[src/rtl/gpio_res_pkg.sv]
package gpio_res_pkg;
  localparam int ADDR_W = 8;

  localparam logic [ADDR_W-1:0] A_DOUT     = 8'h00;
  localparam logic [ADDR_W-1:0] A_OE       = 8'h04;
  localparam logic [ADDR_W-1:0] A_POL      = 8'h08;
  localparam logic [ADDR_W-1:0] A_ODRN     = 8'h0C;
  localparam logic [ADDR_W-1:0] A_PU       = 8'h10;
  localparam logic [ADDR_W-1:0] A_PD       = 8'h14;
  localparam logic [ADDR_W-1:0] A_IEM      = 8'h18;
  localparam logic [ADDR_W-1:0] A_SLEW     = 8'h1C;
  localparam logic [ADDR_W-1:0] A_DRV      = 8'h20;
  localparam logic [ADDR_W-1:0] A_DIN      = 8'h24;
  localparam logic [ADDR_W-1:0] A_DOUT_SET = 8'h68;
  localparam logic [ADDR_W-1:0] A_DOUT_CLR = 8'h6C;
  localparam logic [ADDR_W-1:0] A_OE_SET   = 8'h70;
  localparam logic [ADDR_W-1:0] A_OE_CLR   = 8'h74;
endpackage

[src/rtl/gpio_res_regs.sv]
module gpio_res_regs
  import gpio_res_pkg::*;
#(
  parameter int               NPINS    = 32,
  parameter logic [NPINS-1:0] RST_PU   = '0,
  parameter logic [NPINS-1:0] RST_PD   = '0,
  parameter logic [NPINS-1:0] RST_SLEW = '0,
  parameter logic [NPINS-1:0] RST_DRV  = '0
) (
  input  logic              clk,
  input  logic              rst_n,
  input  logic              wr_en,
  input  logic [ADDR_W-1:0] wr_addr,
  input  logic [NPINS-1:0]  wr_data,
  output logic [NPINS-1:0]  dout_q,
  output logic [NPINS-1:0]  oe_q,
  output logic [NPINS-1:0]  pol_q,
  output logic [NPINS-1:0]  odrn_q,
  output logic [NPINS-1:0]  pu_q,
  output logic [NPINS-1:0]  pd_q,
  output logic [NPINS-1:0]  iem_q,
  output logic [NPINS-1:0]  slew_q,
  output logic [NPINS-1:0]  drv_q
);

  logic [NPINS-1:0] dout_d, oe_d, pol_d, odrn_d, pu_d, pd_d, iem_d, slew_d, drv_d;

  always_comb begin
    dout_d = dout_q;
    oe_d   = oe_q;
    pol_d  = pol_q;
    odrn_d = odrn_q;
    pu_d   = pu_q;
    pd_d   = pd_q;
    iem_d  = iem_q;
    slew_d = slew_q;
    drv_d  = drv_q;
    if (wr_en) begin
      case (wr_addr)
        A_DOUT:     dout_d = wr_data;
        A_OE:       oe_d   = wr_data;
        A_POL:      pol_d  = wr_data;
        A_ODRN:     odrn_d = wr_data;
        A_PU:       pu_d   = wr_data;
        A_PD:       pd_d   = wr_data;
        A_IEM:      iem_d  = wr_data;
        A_SLEW:     slew_d = wr_data;
        A_DRV:      drv_d  = wr_data;
        A_DOUT_SET: dout_d = dout_q | wr_data;
        A_DOUT_CLR: dout_d = dout_q & ~wr_data;
        A_OE_SET:   oe_d   = oe_q | wr_data;
        A_OE_CLR:   oe_d   = oe_q & ~wr_data;
        default:    ;
      endcase
    end
  end

  always_ff @(posedge clk or negedge rst_n) begin
    if (!rst_n) begin
      dout_q <= '0;
      oe_q   <= '0;
      pol_q  <= '0;
      odrn_q <= '0;
      pu_q   <= RST_PU;
      pd_q   <= RST_PD;
      iem_q  <= '0;
      slew_q <= RST_SLEW;
      drv_q  <= RST_DRV;
    end else if (wr_en) begin
      dout_q <= dout_d;
      oe_q   <= oe_d;
      pol_q  <= pol_d;
      odrn_q <= odrn_d;
      pu_q   <= pu_d;
      pd_q   <= pd_d;
      iem_q  <= iem_d;
      slew_q <= slew_d;
      drv_q  <= drv_d;
    end
  end

  // the read-only view address leaves the register file untouched
  assert_din_ro_R8: assert property (@(posedge clk) disable iff (!rst_n)
    (wr_en && wr_addr == A_DIN) |=> ($stable(dout_q) && $stable(oe_q) &&
      $stable(pol_q) && $stable(odrn_q) && $stable(pu_q) && $stable(pd_q) &&
      $stable(iem_q)));

  assert_dout_set_R9: assert property (@(posedge clk) disable iff (!rst_n)
    (wr_en && wr_addr == A_DOUT_SET) |=>
      (((dout_q & $past(wr_data)) == $past(wr_data)) &&
       ((dout_q & ~$past(wr_data)) == ($past(dout_q) & ~$past(wr_data)))));

  assert_dout_clr_R9: assert property (@(posedge clk) disable iff (!rst_n)
    (wr_en && wr_addr == A_DOUT_CLR) |=>
      (((dout_q & $past(wr_data)) == '0) &&
       ((dout_q & ~$past(wr_data)) == ($past(dout_q) & ~$past(wr_data)))));

  assert_oe_set_R10: assert property (@(posedge clk) disable iff (!rst_n)
    (wr_en && wr_addr == A_OE_SET) |=>
      (((oe_q & $past(wr_data)) == $past(wr_data)) &&
       ((oe_q & ~$past(wr_data)) == ($past(oe_q) & ~$past(wr_data)))));

  assert_oe_clr_R10: assert property (@(posedge clk) disable iff (!rst_n)
    (wr_en && wr_addr == A_OE_CLR) |=>
      (((oe_q & $past(wr_data)) == '0) &&
       ((oe_q & ~$past(wr_data)) == ($past(oe_q) & ~$past(wr_data)))));

endmodule

[src/rtl/gpio_res_core.sv]
module gpio_res_core #(
  parameter int NPINS = 32
) (
  input  logic [NPINS-1:0] dout,
  input  logic [NPINS-1:0] oe,
  input  logic [NPINS-1:0] pol,
  input  logic [NPINS-1:0] odrn,
  input  logic [NPINS-1:0] pu,
  input  logic [NPINS-1:0] pd,
  input  logic [NPINS-1:0] iem,
  input  logic [NPINS-1:0] ext_drv,
  input  logic [NPINS-1:0] ext_lvl,
  output logic [NPINS-1:0] level,
  output logic [NPINS-1:0] undef,
  output logic [NPINS-1:0] conflict,
  output logic [NPINS-1:0] din
);

  logic [NPINS-1:0] int_lvl, int_en, floating;

  for (genvar i = 0; i < NPINS; i++) begin : g_pin
    assign int_lvl[i]  = dout[i] ^ pol[i];
    assign int_en[i]   = oe[i] & ~(odrn[i] & int_lvl[i]);
    assign floating[i] = ~(int_en[i] | ext_drv[i]);
    assign conflict[i] = int_en[i] & ext_drv[i] & (int_lvl[i] ^ ext_lvl[i]);
    assign level[i]    = (ext_drv[i] & ext_lvl[i]) |
                         (int_en[i] & int_lvl[i]) |
                         (floating[i] & pu[i]);
    assign undef[i]    = floating[i] & ~(pu[i] | pd[i]);
    assign din[i]      = (level[i] & iem[i]) ^ pol[i];
  end

endmodule

[src/rtl/gpio_res.sv]
module gpio_res
  import gpio_res_pkg::*;
#(
  parameter int               NPINS    = 32,
  parameter logic [NPINS-1:0] RST_PU   = '0,
  parameter logic [NPINS-1:0] RST_PD   = '0,
  parameter logic [NPINS-1:0] RST_SLEW = '0,
  parameter logic [NPINS-1:0] RST_DRV  = '0
) (
  input  logic              clk,
  input  logic              rst_n,
  input  logic              wr_en,
  input  logic [ADDR_W-1:0] wr_addr,
  input  logic [NPINS-1:0]  wr_data,
  input  logic [NPINS-1:0]  ext_drv_i,
  input  logic [NPINS-1:0]  ext_lvl_i,
  output logic [NPINS-1:0]  pin_lvl_o,
  output logic [NPINS-1:0]  pin_undef_o,
  output logic [NPINS-1:0]  pin_conflict_o,
  output logic [NPINS-1:0]  din_o,
  output logic [NPINS-1:0]  slew_o,
  output logic [NPINS-1:0]  drive_o
);

  logic rst_s1_q, rst_s2_q;

  always_ff @(posedge clk or negedge rst_n) begin
    if (!rst_n) begin
      rst_s1_q <= 1'b0;
      rst_s2_q <= 1'b0;
    end else begin
      rst_s1_q <= 1'b1;
      rst_s2_q <= rst_s1_q;
    end
  end

  logic [NPINS-1:0] dout, oe, pol, odrn, pu, pd, iem;

  gpio_res_regs #(
    .NPINS(NPINS), .RST_PU(RST_PU), .RST_PD(RST_PD),
    .RST_SLEW(RST_SLEW), .RST_DRV(RST_DRV)
  ) u_regs (
    .clk(clk), .rst_n(rst_s2_q), .wr_en(wr_en), .wr_addr(wr_addr),
    .wr_data(wr_data), .dout_q(dout), .oe_q(oe), .pol_q(pol),
    .odrn_q(odrn), .pu_q(pu), .pd_q(pd), .iem_q(iem),
    .slew_q(slew_o), .drv_q(drive_o)
  );

  logic [NPINS-1:0] lvl_d, undef_d, conf_d, din_d;

  gpio_res_core #(.NPINS(NPINS)) u_core (
    .dout(dout), .oe(oe), .pol(pol), .odrn(odrn), .pu(pu), .pd(pd),
    .iem(iem), .ext_drv(ext_drv_i), .ext_lvl(ext_lvl_i),
    .level(lvl_d), .undef(undef_d), .conflict(conf_d), .din(din_d)
  );

  always_ff @(posedge clk or negedge rst_s2_q) begin
    if (!rst_s2_q) begin
      pin_lvl_o      <= '0;
      pin_undef_o    <= '0;
      pin_conflict_o <= '0;
      din_o          <= '0;
    end else begin
      pin_lvl_o      <= lvl_d;
      pin_undef_o    <= undef_d;
      pin_conflict_o <= conf_d;
      din_o          <= din_d;
    end
  end

  assert_float_low_R6: assert property (@(posedge clk) disable iff (!rst_s2_q)
    (pin_undef_o & pin_lvl_o) == '0);

  assert_conflict_driven_R4: assert property (@(posedge clk) disable iff (!rst_s2_q)
    (pin_conflict_o & pin_undef_o) == '0);

  assert_conflict_high_R4: assert property (@(posedge clk) disable iff (!rst_s2_q)
    (pin_conflict_o & ~pin_lvl_o) == '0);

  assert_slew_held_R12: assert property (@(posedge clk) disable iff (!rst_s2_q)
    !(wr_en && wr_addr == A_SLEW) |=> $stable(slew_o));

  assert_drive_held_R12: assert property (@(posedge clk) disable iff (!rst_s2_q)
    !(wr_en && wr_addr == A_DRV) |=> $stable(drive_o));

endmodule

[config.mk]
export PLATFORM = sky130hd
export DESIGN_NAME = gpio_res
export DESIGN_NICKNAME = d
export VERILOG_FILES = /design/src/rtl/gpio_res_pkg.sv /design/src/rtl/gpio_res_regs.sv /design/src/rtl/gpio_res_core.sv /design/src/rtl/gpio_res.sv
export SDC_FILE = /design/constraint.sdc
export NUM_CORES = 1
export LEC_CHECK = 0
export CAP_MARGIN = 20
export CORE_MARGIN = 2
export CORE_UTILIZATION = 60
export DETAILED_ROUTE_END_ITERATION = 10
export DONT_BUFFER_PORTS = 1
export GPL_TIMING_DRIVEN = 0
export PLACE_DENSITY_LB_ADDON = 0.15
export SLEW_MARGIN = 20
export SYNTH_ARGS = -nofsm -noshare
export SYNTH_HDL_FRONTEND = slang
export SYNTH_SLANG_ARGS = --single-unit
[constraint.sdc]
create_clock -name clk -period 13.65 [get_ports clk]
set_input_delay 1.365 -clock clk [delete_from_list [all_inputs] [get_ports clk]]
set_output_delay 1.365 -clock clk [all_outputs]
set_load 0.005 [all_outputs]
# Yosys cells after proc, flatten, opt, wreduce, memory -nomap -nowiden
# Cells that the tools add are included.
# word_totals
ff_bits	418
word_cells	654
output_inout_bits	192
# classes
reduce_logical	12
mux	2
n_eq_ne	12
bitwise	613
# ops
operator	count
1-bit bitwise AND	288
32-bit one-hot mux with 3 select lines	2
1-bit bitwise OR	128
1-bit NOT	96
1-bit XOR	96
32-bit bitwise AND	2
32-bit bitwise OR	2
8-bit by 5-bit == test with 1-bit output (second input constant)	4
8-bit by 7-bit == test with 1-bit output (second input constant)	4
32-bit NOT	1
2-bit AND reduction	9
8-bit by 4-bit == test with 1-bit output (second input constant)	2
8-bit by 3-bit == test with 1-bit output (second input constant)	1
8-bit by 6-bit == test with 1-bit output (second input constant)	1
8-bit logical NOT	1
3-bit nonzero test	2

# Logic depth before layout (Yosys ltp)
# Gate-level depths: netlist of the first run.
# depth
depth_word	10
depth_mapped	6
depth_no_buf	4

# Modules after synthesis
# Synthesis of the first run repeated with hierarchy kept, for this count alone.
# hier_totals
hier_cells	1491
hier_area_um2	17625.7
# by_module_without_submodules
module	instances	area_each_um2	cells_per_inst	seq_area_each_um2
gpio_res_regs	1	11365.9	880	7206.9
gpio_res	1	3256.9	131	3253.1
gpio_res_core	1	3002.9	480	0.0

# Worst setup path before layout of the first run
# Ideal clock, no wire load.
# synth_timing
path_kind	input to register
from	input port wr_addr[5]
to	register u_regs.pol_q[10]
arrival_time_ps	2792
setup_slack_ps	10733
n_path_buf	3
cell_stages	6
t_required_ps	13525
path_cell_list	buf_6 nor4b_2 and4_1 clkbuf_1 buf_2 mux2_2
# synth_via
elab_chain_len	2
# synth_rtl
element	line_no	source
start, declared	gpio_res.sv:13	input logic [ADDR_W-1:0] wr_addr,
8-bit by 4-bit == test with 1-bit output	gpio_res_regs.sv:39	case (wr_addr)
2-bit AND reduction (no source line)	--	
end signal, assigned	gpio_res_regs.sv:72	pol_q <= pol_d;
end, declared	gpio_res_regs.sv:17	output logic [NPINS-1:0] pol_q,
# Every way passes these cells.
# A chain may end at the register's enable or synchronous reset.

# Worst setup path in the final report of the first run
# layout_timing
from	input port wr_addr[5]
to	register u_regs.pd_q[15]
# layout_via
elab_chain_len	2
# layout_rtl
element	line_no	source
8-bit by 5-bit == test with 1-bit output	gpio_res_regs.sv:39	
2-bit AND reduction (no source line)	--	
end signal, assigned	gpio_res_regs.sv:75	pd_q <= pd_d;
end, declared	gpio_res_regs.sv:20	output logic [NPINS-1:0] pd_q,
# Every way passes these cells.

==> qor.csv, run 1 <==
metric;value;unit
Clock Latency Late Sink;0.54;ns
Post-CTS Hold Fix Bufs;0;
layout filler cell count;2085;
# DRC;0;
Congestion Overflow GR;0;
core area;28700;µm²
Worst Setup Start Kind;input port;
adder-cell share of the synthesized area;0;%
P_leak;8.953;nW
TritonRoute pass-1 iters;5;
via-per-instance ratio;5.959;
Hold Path Class;reg -> async;
CP arrival;3.33;ns
reg-to-reg startpoint;u_regs.pol_q[4]$_DFFE_PN0P_;
max_slew headroom;36.26;%
RSZ-0062 raised after global routing;no;
root buffer cell;clkbuf_16;
ys async rst share;100.0;%
Post-Synth Simple-Gate Area;9.965;%
HPWL after DPL;27.52;mm
mux share of post-synthesis cell area;14.45;%
total wire length;40.62;mm
Avg Cell Area, Syn;12.32;µm²
setup violators final;0;
CTS H-tree depth;2;
Initial Util;60.81;%
status;finished, final reports clean;
Mapped Cells;1417;
pin count of the biggest net entering global routing;61;
clk buf depth;3;
via count;11208;
largest family of logic cells by synthesized area;multiplexers;
cts repair resizes;0;
Max-Cap Viols;0;
IO Count;299;
Crit-path slowest cell;buf_1;
FP Rows;62;
Net Sw Power;678.4;µW
clk_skew;0.02243;ns
Sw Ratio;24.61;%
Seq cells post-synth;418;
Synth Area in Compound Gates;10.18;%
final hold vios;0;
clock share of power;39.1;%
total power;2.757;mW
Flop pwr share;52.3;%
worst path cell trace;buf_6 > nor4b_2 > and2_1 > nand2_1 > buf_1 > mux2_2;
die area;30470;µm²
vias in the first global route;11761;
Clock transition at path regs;0.06;ns
Final ANT Viol Nets;0;
ant diodes;0;
EDFF count, synth;0;
height of the chip;174.6;µm
GPL Wtd Cong;0.8396;
GRT Total Usage;27.33;%
nature of the critical path endpoint;flop;
crit path kind;in -> reg;
cell area after synthesis;17450;µm²
fraction of layout cells with a size suffix above 1;25.32;%
crit path max fanout;10;
global-route wire length before repair;64.85;mm
Fmax achieved;340.9;MHz
Tcrit/Tclk final;21.49;%
CTS tree;done;
critical path required time;14.05;ns
worst-margin pin slew;0.9560;ns
fin crit period;2.933;ns
XOR/XNOR Fraction of Synth Area;3.212;%
Combinational Power Share;8.6;%
area grow syn2layout;11.27;%
DRT iter0 DRCs;636;
Most used DFF post-synth;dfrtp_1;
setup TNS;0;ns
critical path launch point;wr_addr[5];
Unique masters post-synth;35;
Die X;174.6;µm
drt wl/cell;21.59;µm
power density over the cells;142.0;nW/µm²
number of buffers created by CTS;43;
Pint;2.079;mW
Post-Route Utilization;67.66;%
Slew Limit Fails;0;
# port buffers;0;
syn nets;1524;
YS warnings;0;
crit-path max cell delay;0.47;ns
initial antenna violation count;0;
sequential area share after synthesis;59.93;%
clock sink total;418;
Final nets;1577;
Post CTS Setup Buffer Count;0;
Peak VDD IR;0.09283;mV
==> path summary, 6_finish.rpt <==
path                       depth (start not counted)                           end  slack (ns)
setup / recovery                                   6   u_regs.pd_q[15]$_DFFE_PN0P_       10.72
hold / removal                                     0     pin_undef_o[28]$_DFF_PN0_        0.24
setup reg to reg                                   3      pin_undef_o[4]$_DFF_PN0_       12.18
hold reg to reg                                    0     pin_undef_o[28]$_DFF_PN0_        0.24
max in group asynchronous                          3  pin_conflict_o[19]$_DFF_PN0_       12.21
min in group clk                                   0            rst_s2_q$_DFF_PN0_        0.36
==> placed cells by master (no fill, tap or decap), types with 3 or more instances in the layout <==
cell type    n
a2111oi_0   32
a21oi_1     64
buf_1        9
buf_16       6
buf_2       45
buf_6        7
clkbuf_1    27
clkbuf_16   43
clkbuf_8     8
clkinv_2     6
dfrtp_1    417
mux2_1       3
mux2_2     221
nand2_1    131
nand2b_1    97
nand3_1      5
nor2_1      33
nor3_1      32
o211ai_1    64
o21ai_0     88
o21ai_1     40
or2_2       33
xnor2_1     64
==> critical path: cells and delay by family <==
family	cells	cell delay, ns
buf+inv	2	0.58
mux	1	0.41
simple gates	3	0.97
==> cells in the mapped netlist, types with 3 or more instances <==
library cell  number  area share [%]
nand2_1          131             2.8
mux2_1             3            0.19
clkbuf_1          13            0.28
xnor2_1           64             3.2
o21ai_0           88             2.5
nor2_1            33            0.71
o211ai_1          64             2.8
buf_2             45             1.3
dfrtp_1          418              60
mux2_2           221              14
nand2b_1          97             3.5
or2_2             33             1.2
nor3_1            32            0.92
nand3_1            5            0.14
o21ai_1           40             1.1
buf_1              9            0.19
a2111oi_0         32             1.6
a21oi_1           64             1.8
buf_6              7            0.45
==> final cells by class <==
class | instances | area (µm²) | share of cell area (%)
Multi-Input combinational cell | 924 | 6603 | 34.00
Clock buffer | 65 | 1239 | 6.378
Clock inverter | 7 | 38.79 | 0.1997
Timing Repair Buffer | 8 | 205.2 | 1.057
Tap cell | 384 | 480.5 | 2.474
Buffer | 74 | 386.6 | 1.991
Sequential cell | 418 | 10460 | 53.88
Inverter | 1 | 3.754 | 0.01933
==> power by group through the flow <==
stage               registers (mW)  clock network [mW]  logic, mW
floorplan                     1.45                   0      0.177
global placement              1.48                   0      0.197
detailed placement            1.46                   0      0.238
CTS                           1.44                1.10      0.240
global route                  1.45                1.15      0.274
finish                        1.44                1.08      0.238
==> per-stage QoR <==
step / cells / hold WS, ns / setup slack, ns / area [µm²]
6_report: 1881 / 0.2393 / 10.72 / 19420
4_1_cts: 1881 / 0.2446 / 10.70 / 19420
3_5_place_dp: 1809 / 0.2407 / 10.17 / 18140
5_1_grt: 1881 / 0.2746 / 10.60 / 19420
3_3_place_gp: 1801 / 0.3369 / -3.017 / 17930
2_1_floorplan: 1417 / 0.3312 / 1.137 / 17450
==> logic make-up after synthesis <==
group | Yosys count
other | 1
buffers and inverters | 75
XOR/XNOR | 64
AND/OR/NAND/NOR | 345
AO/OA/AOI/OAI | 290
multiplexers | 224
flip-flops | 418
==> per-layer routing <==
layer  up-vias  share of wire [%]  track usage [%]  wire length, µm
li1       5092                  -                -                -
met1      5674                 40            34.31            16330
met2       362                 49            46.10            19850
met3        80                8.0            7.830             3266
met4         0                2.9            8.681             1169
met5         -                  0                0                0
==> sequential cells by signal, indices dropped and copies added, names as in the netlist <==
name	count
rst_s1_q	1
u_regs.drv_q	32
u_regs.odrn_q	32
u_regs.oe_q	32
pin_conflict_o	32
u_regs.pol_q	32
din_o	32
rst_s2_q	1
u_regs.dout_q	32
u_regs.pu_q	32
u_regs.iem_q	32
pin_undef_o	32
u_regs.slew_q	32
pin_lvl_o	32
u_regs.pd_q	32
Note: power is estimated with default switching activity, not from simulation.
==> inputs of run 2 (changes only) <==
Settings changed: ABC_AREA set to 1.
Clock period 13.65 ns to 2.9 ns, I/O delays scaled along.
==> run 2 against run 1 <==
Compared with the run above: combinational power grew to 4.7 times the previous value; final cell count is 40% higher; total power grew to 5.0 times the previous value; die area is 0.86% higher; area after synthesis is 0.87% higher; largest power group unchanged; utilization is 4.8 points higher; sequential share of layout area is 3.7 points lower; global-route usage is 7.8 points higher; sequential power grew to 4.6 times the previous value; cell area is 7.4% higher; highest routed layer unchanged; critical path type unchanged; clock skew is 0.014 ns lower; sequential cell count stayed put.
==> qor.csv, run 2 <==
metric;value;unit;change
RSZ-0062 raised after global routing;no;;unchanged
max_slew headroom;39.15;%;was 36.26%
Mapped Cells;2064;;was 1,417
total wire length;53.34;mm;was 40.62 mm
CTS H-tree depth;2;;unchanged
Tcrit/Tclk final;60.76;%;
CP delay by family, top;simple AND/OR/NAND/NOR gates;;unchanged
pin count of the biggest net entering global routing;60;;was 61
sequential area share after synthesis;59.41;%;was 59.93%
total power;13.66;mW;was 2.757 mW
critical hold path startpoint;ext_drv_i[24];;
clk buf depth;3;;unchanged
Cells after DPL;2456;;was 1,809
most common cell after layout, fill and taps aside;nand2_1;;was dfrtp_1
fraction of layout cells with a size suffix above 1;4.707;%;was 25.32%
Fmax achieved;567.6;MHz;
# DRC;0;;unchanged
cell area after synthesis;17610;µm²;was 17,450 µm²
status;finished, final reports clean;;unchanged
IO Count;299;;unchanged
Most used DFF post-synth;dfrtp_1;;unchanged
reg-to-reg startpoint;rst_s2_q$_DFF_PN0_;;was u_regs.pol_q[4]$_DFFE_PN0P_
CP arrival;2.13;ns;was 3.33 ns
ys async rst share;100.0;%;unchanged
core area;28780;µm²;was 28,700 µm²
EDFF count, synth;0;;unchanged
Hold Path Class;in -> reg;;was reg -> async
Initial Util;61.17;%;was 60.81%
Yosys top cell by area;dfrtp_1;;unchanged
crit path kind;in -> reg;;unchanged
area grow syn2layout;18.42;%;was 11.27%
post-route cell area;20850;µm²;was 19,420 µm²
clk_skew;0.008668;ns;was 0.02243 ns
post-synth top area share;59.41;%;was 59.93%
GPL Wtd Cong;0.8972;;was 0.8396
Hold Path Sink;pin_lvl_o[24]$_DFF_PN0_;;
Worst Setup Start Kind;input port;;unchanged
root buffer cell;clkbuf_16;;unchanged
syn nets;2171;;was 1,524
initial antenna violation count;0;;unchanged
worst-margin pin slew;0.9127;ns;was 0.9560 ns
fin crit period;1.762;ns;
crit-path max cell delay;0.50;ns;was 0.47 ns
setup violators final;0;;unchanged
Peak VDD IR;0.4020;mV;was 0.09283 mV
top cells by count, synth;780 x nand2_1, 418 x dfrtp_1, 228 x nand3_1;;was 418 x dfrtp_1, 221 x mux2_2, 131 x nand2_1
WP buf/inv;2;;unchanged
nature of the critical path endpoint;flop;;unchanged
power density over the cells;655.2;nW/µm²;was 142.0 nW/µm²
ant diodes;0;;unchanged
Clock transition at path regs;0.06;ns;about the same
Die X;175.3;µm;was 174.6 µm
Seq cells post-synth;418;;unchanged
Final nets;2326;;was 1,577
final hold vios;0;;unchanged
height of the chip;175.3;µm;was 174.6 µm
DRT iter0 DRCs;1535;;was 636
CTS tree;done;;unchanged
vias in the first global route;15371;;was 11,761
Final ANT Viol Nets;0;;unchanged
worst path cell trace;inv_1 > nand2_1 > nor3_1 > nand2_1 > clkbuf_1 > nand2_1 > o21ai_0;;was buf_6 > nor4b_2 > and2_1 > nand2_1 > buf_1 > mux2_2
HPWL after DPL;34.40;mm;was 27.52 mm
CP most frequent cell;nand2_1;;
drt wl/cell;20.23;µm;was 21.59 µm
P_leak;10.22;nW;was 8.953 nW
Reg-to-Reg End;u_regs.pol_q[19]$_DFFE_PN0P_;;was pin_undef_o[4]$_DFF_PN0_
Worst Reg2Reg Path Length in Cells;4;;was 3
Congestion Overflow GR;0;;unchanged
Crit-path slowest cell;clkbuf_1;;was buf_1
most frequent cells in the layout;780 x nand2_1, 417 x dfrtp_1, 228 x nand3_1;;was 417 x dfrtp_1, 221 x mux2_2, 131 x nand2_1
Unique masters post-synth;18;;was 35
Clock Latency Late Sink;0.54;ns;about the same
Finished Layout Cells;2636;;was 1,881
Max-Cap Viols;0;;unchanged
top-count cell post-synth;nand2_1;;was dfrtp_1
YS warnings;0;;unchanged
clock sink total;418;;unchanged
via count;15396;;was 11,208
critical path required time;3.27;ns;was 14.05 ns
placed instance area;18290;µm²;was 18,140 µm²
Slew Limit Fails;0;;unchanged
crit path max fanout;10;;unchanged
Hold Crit Depth;4;;
worst reg-to-reg setup slack;1.18;ns;was 12.18 ns
GRT Total Usage;35.14;%;was 27.33%
number of buffers created by CTS;42;;was 43
cts repair resizes;0;;unchanged
largest cells by area after synthesis;dfrtp_1 59%, nand2_1 17%, nand3_1 6.5%;;was dfrtp_1 60%, mux2_2 14%, nand2b_1 3.5%
TritonRoute pass-1 iters;5;;unchanged
Avg Cell Area, Syn;8.530;µm²;was 12.32 µm²
via-per-instance ratio;5.841;;was 5.959
die area;30730;µm²;was 30,470 µm²
FP Rows;62;;unchanged
global-route wire length before repair;83.45;mm;was 64.85 mm
# port buffers;0;;unchanged
[run 2: changes by cell type in the layout (fill, tap and decap cells not counted), sizes merged, moves of 64 or more]
cell / previous run / this run
nand2: 131 / 782
nand3: 5 / 228
dlygate4sd3: 0 / 103
mux2: 224 / 0
xnor2: 64 / 0
nand2b: 97 / 0
inv: 2 / 199
o211ai: 64 / 0
a21oi: 64 / 0
o21ai: 128 / 224
[run 2: cells by family (layout without fill, tap and decap cells)]
logic type	Yosys count	in the layout	synth area share, %
other cells	1	1	0.02130
compound gates	224	224	6.368
flops	418	418	59.41
simple gates	1117	1117	26.63
xor+xnor	32	32	1.592
buf+inv	272	460	5.977
[run 2: power by group]
group	internal (mW)	switching, mW	total, mW
sequential	6.24	0.336	6.57
clock	3.70	2.28	5.97
combinational	0.409	0.706	1.11
[run 2: how the worst max path moves through the flow]
stage	from	to	slack [ns]	depth (start not counted)
3_5_place_dp	wr_addr[0]	u_regs.pu_q[7]$_DFFE_PN0P_	0.72	7
3_3_place_gp	rst_s2_q$_DFF_PN0_	pin_lvl_o[15]$_DFF_PN0_	-2.49	0
6_report	wr_addr[0]	u_regs.pu_q[20]$_DFFE_PN0P_	1.14	7
2_1_floorplan	rst_s2_q$_DFF_PN0_	din_o[0]$_DFF_PN0_	-1.20	0
5_1_grt	rst_s2_q$_DFF_PN0_	din_o[15]$_DFF_PN0_	0.93	4
4_1_cts	rst_s2_q$_DFF_PN0_	pin_lvl_o[17]$_DFF_PN0_	1.12	4
[run 2: through the flow]
step                      util [%]  setup WS [ns]  TNS [ns]  hold slack (ns)
after floorplan                  -         -1.200   -499.21        -0.005591
after global placement       62.86         -2.490  -1021.74        -0.005552
after detailed placement     63.54         0.7220         0        -0.005541
after CTS                    72.41          1.119         0        0.0004182
after global routing         72.44         0.9332         0          0.02237
final                        72.44          1.138         0         0.009921
[run 2: layer usage]
metal  track usage, %  up-vias  share of wire [%]
li1                 -     6924                  -
met1            44.27     7461                 38
met2            56.33      819                 47
met3            9.199      192                9.9
met4            18.30        0                5.2
met5                0        -                  0
[run 2: worst reg2reg max path, cell delays in order (launching register included)]
cell	delay, ns
dfrtp_4	0.65
buf_12	0.29
buf_12	0.28
buf_16	0.31
buf_16	0.33
[run 2: final cells by class]
cell class | count | area [µm²]
buffer | 73 | 305.3
inverter | 199 | 747.0
fill | 2133 | 7931
sequential | 418 | 10460
tap | 384 | 480.5
clock inverter | 17 | 287.8
clock buffer | 60 | 1242
multi-input combinational | 1374 | 6093
timing repair buffer | 111 | 1229
[run 2: what timing repair did]
item | in CTS | in global routing
endpoints found under the hold margin | 146 | 1
hold buffers | 102 | 1
buffers inserted | 0 | 0
==> inputs of run 3 (changes only) <==
Settings changed: ABC_AREA 1 to 0, CORE_UTILIZATION 60 to 57.
Clock period 2.9 ns to 1.45 ns, I/O delays scaled along.
==> run 3 against run 2 <==
Compared with the run above: clock-buffer cell count unchanged; sequential share of layout area decreased by 0.80 points; die area increased by 4.3%; routed wire length decreased by 19%; largest power group unchanged; total power increased by 100%; register-to-register slack got worse by 1.2 ns.
==> qor.csv, run 3 (synthesis results as in run 1) <==
metric;value;unit;change
CP arrival;1.80;ns;was 2.13 ns
via-per-instance ratio;5.889;;was 5.841
Slew Limit Fails;0;;unchanged
nature of the critical path endpoint;flop;;unchanged
height of the chip;179.0;µm;was 175.3 µm
drt wl/cell;21.71;µm;was 20.23 µm
clk_skew;0.01148;ns;was 0.008668 ns
final hold slack;0.02360;ns;was 0.009921 ns
global-route wire length before repair;66.74;mm;was 83.45 mm
initial antenna violation count;0;;unchanged
IO Count;299;;unchanged
Post-Route Utilization;69.81;%;was 72.44%
pin count of the biggest net entering global routing;60;;unchanged
die area;32040;µm²;was 30,730 µm²
fraction of layout cells with a size suffix above 1;28.12;%;was 4.707%
clock sink total;418;;unchanged
clk buf depth;3;;unchanged
Tcrit/Tclk final;99.45;%;
sequential cell area;10460;µm²;unchanged
vias in the first global route;12059;;was 15,371
most frequent cells in the layout;417 x dfrtp_1, 192 x mux2_2, 131 x nand2_1;;was 780 x nand2_1, 417 x dfrtp_1, 228 x nand3_1
Worst Reg2Reg Path Length in Cells;3;;was 4
Setup Slack @ Placement;-0.4477;ns;was 0.7220 ns
ant diodes;0;;unchanged
status;finished, final reports clean;;unchanged
layout filler cell count;2085;;was 2,133
GPL Wtd Cong;0.8247;;was 0.8972
GRT Total Usage;27.06;%;was 35.14%
number of buffers created by CTS;44;;was 42
Final nets;1682;;was 2,326
worst-margin pin slew;0.7296;ns;was 0.9127 ns
final hold vios;0;;unchanged
critical hold path startpoint;ext_drv_i[31];;was ext_drv_i[24]
# port buffers;0;;unchanged
TritonRoute pass-1 iters;5;;unchanged
Hold Crit Depth;4;;unchanged
root buffer cell;clkbuf_16;;unchanged
HPWL after DPL;27.77;mm;was 34.40 mm
Crit-path slowest cell;a2111oi_0;;was clkbuf_1
Peak VDD IR;0.8976;mV;was 0.4020 mV
Congestion Overflow GR;0;;unchanged
FP Rows;64;;was 62
critical path depth in cells;3;;was 7
crit-path max cell delay;0.50;ns;about the same
P_leak;9.618;nW;was 10.22 nW
Initial Util;57.51;%;was 61.17%
total wire length;43.41;mm;was 53.34 mm
max_slew headroom;51.36;%;was 39.15%
crit path max fanout;5;;was 10
# DRC;0;;unchanged
CTS tree;done;;unchanged
core area;30350;µm²;was 28,780 µm²
Hold Path Class;in -> reg;;unchanged
crit path kind;reg -> reg;;was in -> reg
power density over the cells;1304;nW/µm²;was 655.2 nW/µm²
Die X;179.0;µm;was 175.3 µm
CTS H-tree depth;2;;unchanged
multi-input combinational cell area;7043;µm²;was 6093 µm²
reg-to-reg startpoint;u_regs.pol_q[1]$_DFFE_PN0P_;;was rst_s2_q$_DFF_PN0_
WP buf/inv;0;;was 2
area grow syn2layout;21.40;%;was 18.42%
Max-Cap Viols;0;;unchanged
worst path cell trace;xnor2_2 > nand2b_1 > a2111oi_0;;was inv_1 > nand2_1 > nor3_1 > nand2_1 > clkbuf_1 > nand2_1 > o21ai_0
Fmax achieved;693.5;MHz;
setup TNS;0;ns;unchanged
critical path required time;1.81;ns;was 3.27 ns
setup violators final;0;;unchanged
Worst Setup Start Kind;flop;;was input port
Clock transition at path regs;0.06;ns;about the same
CP delay by family, top;compound AO/OA/AOI/OAI gates;;was simple AND/OR/NAND/NOR gates
DRT iter0 DRCs;777;;was 1,535
Clock Latency Late Sink;0.53;ns;was 0.54 ns
fin crit period;1.442;ns;
Final ANT Viol Nets;0;;unchanged
via count;11778;;was 15,396
critical path launch point;u_regs.pol_q[1]$_DFFE_PN0P_;;was wr_addr[0]
Setup WS post-layout;0.007954;ns;was 1.138 ns
most common cell after layout, fill and taps aside;dfrtp_1;;was nand2_1
run 3: cell types whose count changed in the layout (fill, tap and decap cells not counted), sizes merged, moves of 39 or more:
cell	previous run	this run
a21oi	0	64
buf	27	71
clkbuf	114	75
inv	199	1
mux2	0	224
nand2	782	131
nand2b	0	97
nand3	228	5
nor3	73	32
o211ai	0	64
o21ai	224	128
xnor2	0	64
run 3: worst paths after layout:
kind / to / slack [ns]
worst max-delay path: pin_undef_o[1]$_DFF_PN0_ / 0.008
worst min-delay path: din_o[31]$_DFF_PN0_ / 0.02
worst max register to register: pin_undef_o[1]$_DFF_PN0_ / 0.008
worst min register to register: u_regs.pd_q[29]$_DFFE_PN0P_ / 0.30
max in group asynchronous: u_regs.pol_q[21]$_DFFE_PN0P_ / 0.20
min in group asynchronous: u_regs.pd_q[29]$_DFFE_PN0P_ / 0.30
run 3: repair_timing:
item                                    4_1_cts  5_1_grt
hold endpoints to repair                    310        0
setup buffers                                 2        0
hold buffers                                100        0
endpoints found under the setup margin       53      121
pin swaps                                     0        2
gates cloned                                  0        2
resized for setup                             7       57
run 3: power by group:
| part | switching (mW) | internal [mW] |
|---|---|---|
| Sequential | 1.02 | 12.6 |
| Combinational | 1.35 | 1.47 |
| Clock | 4.42 | 6.74 |
run 3: tightest hold or removal path: cells and delay by family:
family	cells	cell delay [ns]
and+or+nand+nor	1	0.08
AOI/OAI and AO/OA	2	0.21
xor gates and xnor gates	1	0.08
run 3: final cells by class:
| type | count | area share [%] |
|---|---|---|
| Clock inverter | 15 | 0.8799 |
| Buffer | 74 | 2.209 |
| Multi-Input combinational cell | 924 | 33.24 |
| Clock buffer | 60 | 5.911 |
| Inverter | 1 | 0.01772 |
| Sequential cell | 418 | 49.39 |
| Timing Repair Buffer | 112 | 6.017 |
| Tap cell | 396 | 2.338 |
run 3: per-stage QoR:
stage	std cells	power, mW	area (µm²)
final	2000	27.63	21190
after global routing	2000	28.83	21190
after CTS	1998	27.55	20850
after detailed placement	1821	16.06	18370
after global placement	1813	15.84	18160
after floorplan	1417	15.31	17660
run 3: layer usage:
layer	wire length, µm	track usage, %	part of all wire, %
met1	17710	35.00	41
met2	20760	44.18	48
met3	3753	8.142	8.6
met4	1187	8.096	2.7
met5	0	0	0
